$ cat src/rtl/sram_map_pkg.sv
package sram_map_pkg;

    localparam int DATA_W   = 32;
    localparam int LANES    = DATA_W / 8;
    localparam int BANK_W   = 2;
    localparam int MAX_CS   = 1 << BANK_W;
    localparam int OFS_W    = 21;
    localparam int ADDR_W   = OFS_W + BANK_W;
    localparam int CODE_W   = 3;
    localparam int SPAN_W   = 5;

    typedef enum logic {
        ST_IDLE   = 1'b0,
        ST_ACCESS = 1'b1
    } seq_state_t;

    typedef struct packed {
        logic              write;
        logic [BANK_W-1:0] bank;
        logic [OFS_W-1:0]  offset;
        logic [LANES-1:0]  be;
        logic [DATA_W-1:0] wdata;
        logic [CODE_W-1:0] code;
    } mem_req_t;

    typedef struct packed {
        logic [MAX_CS-1:0] cs_n;
        logic              oe_n;
        logic [LANES-1:0]  we_n;
        logic              dq_oe;
    } pin_ctl_t;

    // Width of the in-bank word offset for a size code (non-monotonic map)
    function automatic logic [SPAN_W-1:0] span_bits(input logic [CODE_W-1:0] code);
        case (code)
            3'b000:  return SPAN_W'(20);
            3'b001:  return SPAN_W'(21);
            default: return SPAN_W'(code) + SPAN_W'(12);
        endcase
    endfunction

endpackage

$ cat src/rtl/sbm_addr_map.sv
module sbm_addr_map
    import sram_map_pkg::*;
(
    input  logic [CODE_W-1:0] code,
    input  logic [BANK_W-1:0] bank,
    input  logic [OFS_W-1:0]  offset,
    output logic [ADDR_W-1:0] addr
);
    logic [SPAN_W-1:0] width;
    logic [OFS_W-1:0]  keep;

    assign width = span_bits(code);
    // 1<<21 wraps to zero in OFS_W bits, so the mask becomes all ones
    assign keep  = (OFS_W'(1) << width) - OFS_W'(1);
    assign addr  = (ADDR_W'(bank) << width) | ADDR_W'(offset & keep);
endmodule

$ cat src/rtl/sbm_strobe_gen.sv
module sbm_strobe_gen
    import sram_map_pkg::*;
#(
    parameter int NUM_BANKS = 4
) (
    input  logic              active,
    input  logic              x16_mode,
    input  mem_req_t          cur,
    output pin_ctl_t          ctl
);
    always_comb begin
        ctl.oe_n  = 1'b1;
        ctl.we_n  = '1;
        ctl.dq_oe = 1'b0;
        if (active) begin
            if (cur.write) begin
                ctl.we_n  = ~cur.be;
                ctl.dq_oe = 1'b1;
            end else begin
                ctl.oe_n = 1'b0;
                ctl.we_n = x16_mode ? '0 : '1;
            end
        end
    end

    for (genvar b = 0; b < MAX_CS; b++) begin : g_cs
        if (b < NUM_BANKS) begin : g_pop
            assign ctl.cs_n[b] = !(active && (int'(cur.bank) == b));
        end else begin : g_empty
            assign ctl.cs_n[b] = 1'b1;
        end
    end
endmodule

$ cat src/rtl/sbm_seq.sv
module sbm_seq
    import sram_map_pkg::*;
#(
    parameter int NUM_BANKS  = 4,
    parameter int ACC_CYCLES = 2
) (
    input  logic              clk,
    input  logic              rst,
    input  logic              req_valid,
    input  mem_req_t          req_in,
    input  logic [DATA_W-1:0] dq_in,
    output logic              ready,
    output logic              active,
    output mem_req_t          cur,
    output logic              done,
    output logic              err,
    output logic [DATA_W-1:0] rdata
);
    localparam int CNT_W = (ACC_CYCLES > 1) ? $clog2(ACC_CYCLES) : 1;

    seq_state_t       state;
    logic [CNT_W-1:0] cnt;

    assign ready  = (state == ST_IDLE);
    assign active = (state == ST_ACCESS);

    always_ff @(posedge clk) begin
        if (rst) begin
            state <= ST_IDLE;
            cnt   <= '0;
            cur   <= '0;
            done  <= 1'b0;
            err   <= 1'b0;
            rdata <= '0;
        end else begin
            done <= 1'b0;
            err  <= 1'b0;
            case (state)
                ST_IDLE: begin
                    if (req_valid) begin
                        if (int'(req_in.bank) < NUM_BANKS) begin
                            cur   <= req_in;
                            cnt   <= CNT_W'(ACC_CYCLES - 1);
                            state <= ST_ACCESS;
                        end else begin
                            done <= 1'b1;
                            err  <= 1'b1;
                        end
                    end
                end
                ST_ACCESS: begin
                    if (cnt == '0) begin
                        state <= ST_IDLE;
                        done  <= 1'b1;
                        if (!cur.write) rdata <= dq_in;
                    end else begin
                        cnt <= cnt - CNT_W'(1);
                    end
                end
                default: state <= ST_IDLE;
            endcase
        end
    end
endmodule

$ cat src/rtl/sram_bank_mapper.sv
module sram_bank_mapper
    import sram_map_pkg::*;
#(
    parameter int NUM_BANKS  = 4,
    parameter int ACC_CYCLES = 2
) (
    input  logic              clk,
    input  logic              rst,
    input  logic [2:0]        cfg_size,
    input  logic              x16_mode,
    input  logic              req_valid,
    output logic              req_ready,
    input  logic              req_write,
    input  logic [1:0]        req_bank,
    input  logic [20:0]       req_offset,
    input  logic [3:0]        req_be,
    input  logic [31:0]       req_wdata,
    output logic              done,
    output logic              err,
    output logic [31:0]       rdata,
    output logic [22:0]       sram_addr,
    output logic [3:0]        sram_cs_n,
    output logic              sram_oe_n,
    output logic [3:0]        sram_we_n,
    output logic [31:0]       sram_dq_o,
    output logic              sram_dq_oe,
    input  logic [31:0]       sram_dq_i
);
    mem_req_t req_in, cur;
    pin_ctl_t ctl;
    logic     active;

    assign req_in = '{write: req_write, bank: req_bank, offset: req_offset,
                      be: req_be, wdata: req_wdata, code: cfg_size};

    sbm_seq #(.NUM_BANKS(NUM_BANKS), .ACC_CYCLES(ACC_CYCLES)) u_seq (
        .clk(clk), .rst(rst), .req_valid(req_valid), .req_in(req_in),
        .dq_in(sram_dq_i), .ready(req_ready), .active(active), .cur(cur),
        .done(done), .err(err), .rdata(rdata)
    );

    sbm_addr_map u_map (
        .code(cur.code), .bank(cur.bank), .offset(cur.offset), .addr(sram_addr)
    );

    sbm_strobe_gen #(.NUM_BANKS(NUM_BANKS)) u_strb (
        .active(active), .x16_mode(x16_mode), .cur(cur), .ctl(ctl)
    );

    assign sram_cs_n  = ctl.cs_n;
    assign sram_oe_n  = ctl.oe_n;
    assign sram_we_n  = ctl.we_n;
    assign sram_dq_oe = ctl.dq_oe;
    assign sram_dq_o  = cur.wdata;
endmodule

$ cat config.mk
export PLATFORM = sky130hd
export DESIGN_NAME = sram_bank_mapper
export DESIGN_NICKNAME = d
export VERILOG_FILES = /design/src/rtl/sram_map_pkg.sv /design/src/rtl/sbm_addr_map.sv /design/src/rtl/sbm_strobe_gen.sv /design/src/rtl/sbm_seq.sv /design/src/rtl/sram_bank_mapper.sv
export SDC_FILE = /design/constraint.sdc
export NUM_CORES = 1
export LEC_CHECK = 0
export BUFFER_PORTS_ARGS = -buffer_cell sky130_fd_sc_hd__clkbuf_2
export CORE_UTILIZATION = 42
export CTS_CLUSTER_DIAMETER = 100
export DETAILED_ROUTE_END_ITERATION = 8
export PLACE_DENSITY = 0.75
export SYNTH_ARGS = -nofsm -noshare
export SYNTH_HDL_FRONTEND = slang
export SYNTH_HIERARCHICAL = 1
export SYNTH_SLANG_ARGS = --single-unit
$ cat constraint.sdc
create_clock -name clk -period 1.5 [get_ports clk]
set_clock_uncertainty 0.05 [all_clocks]
set_input_delay 0.3 -clock clk [delete_from_list [all_inputs] [get_ports clk]]
set_output_delay 0.3 -clock clk [all_outputs]
set_load 0.005 [all_outputs]
After elaboration in Yosys (flattened, before gate mapping)
Index checks and enable logic that the tools add are counted.
{ "classes": {"add_sub_neg": 3, "multipliers": 0, "div_mod_pow": 0, "magnitude_cmp": 0, "eq_ne": 5, "n_shift": 2, "muxes": 13, "n_bitwise": 6, "reduce_logical": 12} }
{ "ops": {"columns": ["op", "n"], "rows": [
  ["bitwise OR 23 bit", 1],
  ["left shift 2 x 5 -> 23 bit", 1],
  ["AND 21 bit", 1],
  ["left shift 1 x 5 -> 21 bit, first input constant", 1],
  ["subtractor 21 x 2 -> 21 bit, second input constant", 1],
  ["one-hot mux 5 bit (2 select lines)", 1],
  ["2-to-1 mux 4 bit", 2],
  ["2-to-1 mux 1 bit", 6],
  ["2-to-1 mux 6 bit", 1],
  ["one-hot mux 1 bit (2 select lines)", 3],
  ["adder 3 x 4 -> 5 bit, second input constant", 1],
  ["equality test 2 bit, second input constant", 2],
  ["logical AND 1 bit", 4],
  ["logical NOT 1 bit", 4],
  ["inverter 4 bit", 1],
  ["equality test 3 x 1 -> 1 bit, second input constant", 1],
  ["logical NOT 3 bit", 1],
  ["inverter 1 bit", 3],
  ["AND reduction 3 bit", 1],
  ["equality test 2 x 1 -> 1 bit, second input constant", 1],
  ["logical NOT 2 bit", 1],
  ["!= test 2 bit, second input constant", 1],
  ["AND reduction 2 bit", 1],
  ["subtractor 1 bit, second input constant", 1]
]} }
{ "word_totals": {"regBits": 98, "latchBits": 0, "mem_bits_rw": 0, "romBits": 0, "in_bits": 99, "out_inout_bits": 100, "word_cells": 51, "mem_count": 0} }

Logic depth before layout (Yosys ltp)
{ "depth": {"word_depth": 6, "depth_mapped": 5, "depth_no_buf": 4} }

By module
Netlist, hierarchy kept.
{ "modules_own_cells": {"columns": ["mod", "instances", "cells_each", "area_each_um2", "seq_area_each_um2"], "rows": [
  ["sbm_seq", 1, 427, 3390.8, 1961.9],
  ["sbm_addr_map", 1, 53, 321.6, 0.0],
  ["sbm_strobe_gen", 1, 16, 100.1, 0.0]
]} }

Least setup slack after synthesis
No wires, ideal clock.
{ "synth_path": {"kind": "register to register", "startpoint": "reg u_seq.state, in the netlist u_seq/active", "endpoint": "reg u_seq.rdata[10]", "setup_time_ns": 0.132, "t_arrival_ns": 1.113, "required_time_ns": 1.318, "slack_ns": 0.204, "path_stages_with_launch": 6, "path_buffers": 2, "period_less_slack_ns": 1.296, "cell_sequence": "dfxtp_1 or3b_1 buf_2 buf_6 nand2_1 a21oi_1"} }
{ "synth_between": {"elab_chain_len": 1} }
{ "synth_lines": {"columns": ["element", "line", "text"], "rows": [
  ["from (decl)", "sbm_seq.sv:21", "seq_state_t state;"],
  ["from (signal assigned)", "sbm_seq.sv:29", "state <= ST_IDLE;"],
  ["from (signal assigned)", "sbm_seq.sv:44", "state <= ST_ACCESS;"],
  ["from (signal assigned)", "sbm_seq.sv:53", "state <= ST_IDLE;"],
  ["AND reduction 3 bit (no source line)", null, null],
  ["to (signal assigned)", "sbm_seq.sv:55", "if (!cur.write) rdata <= dq_in;"],
  ["to (decl)", "sbm_seq.sv:17", "output logic [DATA_W-1:0] rdata"]
]} }
Every way passes these cells.
A chain may end at the register's enable or synchronous reset.

Worst setup path in the final report
{ "layout_path": {"startpoint": "reg u_seq/cur[60] (netlist name)", "endpoint": "out sram_addr[16]"} }
{ "layout_between": {"elab_chain_len": 2} }
{ "layout_lines": {"columns": ["element", "line", "text"], "rows": [
  ["left shift 2 x 5 -> 23 bit", "sbm_addr_map.sv:15", "assign addr = (ADDR_W'(bank) << width) | ADDR_W'(offset & keep);"],
  ["bitwise OR 23 bit", "sbm_addr_map.sv:15", null],
  ["to (decl)", "sram_bank_mapper.sv:21", "output logic [22:0] sram_addr,"]
]} }
Every way passes these cells.

==> results_dict.tcl <==
set metrics [dict create \
    path_cells "nor2b_1 -> a221oi_1 -> a21oi_1 -> clkbuf_2" \
    fillers 806 \
    seqCellArea_um2 1990 \
    ios 199 \
    gp_congestion 0.816 \
    status "complete, but fails checks" \
    dr.first_iter.drc_count 157 \
    grt_max_degree 65 \
    synth_area_um2 3810 \
    cts_buffer_depth 2 \
    pwr_density_cell_nw_per_um2 1040 \
    critPathRequiredTime_ps 1150 \
    ys_types 30 \
    placed_cell_area_um2 4900 \
    wire_per_inst_um 13.2 \
    drc 0 \
    drive_gt1_share_pct 37.3 \
    track_usage_pct 21.4 \
    nets 779 \
    antennaDiodeCount 0 \
    h-tree-depth 3 \
    path_class "reg -> out" \
    die_height_um 97.3 \
    syn_avg_cell_area_um2 7.69 \
    syn_inst 496 \
    maxCapViolCount 0 \
    syn2layout_area_growth_pct 38.7 \
    crit_arrival_ps 1390 \
    clk_pin_slew_ps 90 \
    post-route-util_pct 60.3 \
    fmax_mhz 576 \
    fp-row-count 34 \
    drt-total-wl_mm 10.5 \
    grt_pass1_vias 3582 \
    die-area_um2 9460 \
    min_path_type "in -> reg" \
    portBuffers 197 \
    insertion_delay_ps 350 \
    cpMaxStageDelayCell "dfxtp_4" \
    start_util_pct 43.5 \
    violations "negative setup slack" \
    vdd_drop_max_mv 0.607 \
    synth_warnings 6 \
    leakagePower_nw 2.42 \
    first_pass_iters 4 \
    ys_ff_latch 98 \
    crit_path_max_fanout 5 \
    grt_pass1_wl_mm 16.5 \
    die_x_um 97.3 \
    hold_violations 0 \
    rsz0062_at_grt "yes" \
    finalPower_mw 5.50 \
    clock-sinks 98 \
    setup_viol 11 \
    synth_seq_area_share_pct 51.5 \
    design.core.area_um2 8760 \
    worst_slack_ps -237 \
    multi_input_area_um2 1690 \
    cts_tree "done" \
    viasPerCell 4.88 \
    antenna_found_initial 0 \
    fin_area_um2 5290 \
    vias 3864 \
    period_minus_slack_ps 1740 \
    worst_setup_path_start_kind "flop" \
    root_buffer "clkbuf_8" \
    dp_hpwl_mm 7.31 \
    cts_buffers 9 \
    ant_nets 0 \
    setup-tns-final_ps -1800 \
    slowest_delay_ps 380 \
    setup.worst_path.end_class "output pin" \
    drv_slew 0 \
    min_period_over_period_pct 116 \
    grt.overflow.total 0 \
]
==> through the flow <==
stage          setup WS, ps  hold WS [ps]  cells
6_report               -237           108    791
5_1_grt                -287          91.1    791
4_1_cts                -234          89.1    789
3_5_place_dp          -20.9           392    772
3_3_place_gp           64.9           388    772
2_1_floorplan           204           382    497
==> area by class of cell <==
| type | instances | area share (%) |
|---|---|---|
| inverters | 4 | 0.284 |
| repair buffers | 216 | 23.5 |
| flip-flops and latches | 98 | 37.6 |
| multi-input cells | 350 | 31.9 |
| well taps | 108 | 2.56 |
| clock inverters | 4 | 1.44 |
| clock buffers | 11 | 2.67 |
==> logic make-up (layout without fill, tap and decap cells) <==
| logic type | Yosys count | count (layout) | synth area share, % |
|---|---|---|---|
| AND/OR/NAND/NOR | 230 | 230 | 25.0 |
| XOR/XNOR | 1 | 1 | 0.427 |
| other | 2 | 3 | 0.197 |
| AO/OA/AOI/OAI | 114 | 114 | 15.7 |
| buffers and inverters | 49 | 235 | 6.66 |
| multiplexers | 1 | 1 | 0.263 |
| flip-flops | 98 | 98 | 51.5 |
| adder cells (fa/ha/maj) | 1 | 1 | 0.328 |
==> routing by layer <==
metal	global-route usage, %	routed length, um	up-vias
met1	24.7	4270	1730
met3	4.68	605	25
met4	10.3	265	0
met2	37.5	5320	156
li1	-	-	1953
met5	0	0	-
==> state kept, by name (all words and copies together) (netlist names) <==
name	count
u_seq/cnt	1
u_seq/done	1
u_seq/active	1
u_seq/cur	63
u_seq/rdata	32
==> worst max-delay path: cells and delay by family (launching register included) <==
kind                   cells  cell delay (ps)
flip-flops                 1              380
AND/OR/NAND/NOR            1              160
buffers and inverters      1              120
AO/OA/AOI/OAI              2              390
==> report_power, final <==
group	leakage [nW]	total, mW	internal, mW	switching [mW]
Sequential	0.808	2.84	2.74	0.0971
Combinational	1.50	0.807	0.392	0.415
Clock	0.106	1.86	0.981	0.876
==> path summary, 6_finish.rpt <==
| check | from | depth (start not counted) | end | slack (ps) |
|---|---|---|---|---|
| setup / recovery | u_seq/cur[60] | 4 | sram_addr[16] | -240 |
| hold / removal | req_wdata[6] | 3 | u_seq/cur[9] | 110 |
| setup reg to reg | u_seq/cur[62] | 5 | u_seq/rdata[6] | 70 |
| hold reg to reg | u_seq/cur[41] | 2 | u_seq/cur[41] | 400 |
==> synth_stat cells <==
cell	n	share of area (%)
a21oi_1	98	13
a221oi_1	1	0.23
a32o_1	2	0.53
and2_1	12	2.0
buf_2	23	3.0
buf_4	3	0.59
buf_6	4	1.2
clkbuf_1	15	1.5
conb_1	2	0.20
dfxtp_1	98	51
ha_1	1	0.33
inv_1	4	0.39
mux2i_1	1	0.26
nand2_1	196	19
nand2b_1	5	0.82
nand3_1	1	0.13
nand3b_1	3	0.59
nor2_1	2	0.20
nor2b_1	4	0.66
nor3_1	4	0.53
nor3b_2	1	0.33
o211ai_1	1	0.20
o21a_1	1	0.20
o21ai_0	6	0.79
o21ai_1	2	0.26
o21bai_1	1	0.20
o221ai_1	1	0.23
o31ai_1	1	0.20
or3b_1	2	0.46
xor2_2	1	0.43
==> timing repair <==
item                                    4_1_cts  5_1_grt
buffers inserted                              3        1
hold buffers                                  0        0
resized for setup                            22       24
endpoints found under the setup margin       19       23
pin swaps                                     6        8
gates cloned                                  0        1
==> placed cells by master (no fill, tap or decap), types with 2 or more instances in the layout <==
| cell type | netlist | routed |
|---|---|---|
| o21ai_1 | 2 | 3 |
| nand3b_1 | 3 | 3 |
| and2_4 | 0 | 4 |
| buf_12 | 0 | 6 |
| inv_1 | 4 | 4 |
| nor2b_4 | 0 | 2 |
| conb_1 | 2 | 3 |
| clkbuf_2 | 0 | 191 |
| clkbuf_8 | 0 | 10 |
| o21ai_0 | 6 | 2 |
| bufinv_16 | 0 | 2 |
| dfxtp_1 | 98 | 91 |
| o21ai_2 | 0 | 3 |
| buf_4 | 3 | 9 |
| and2_1 | 12 | 8 |
| buf_2 | 23 | 5 |
| buf_6 | 4 | 3 |
| nor2b_1 | 4 | 2 |
| nand2b_1 | 5 | 3 |
| nand2_1 | 196 | 196 |
| dfxtp_4 | 0 | 7 |
| a32o_1 | 2 | 2 |
| a21oi_1 | 98 | 98 |
| nor3_1 | 4 | 4 |
No activity file was read; power rests on OpenSTA's default activity.
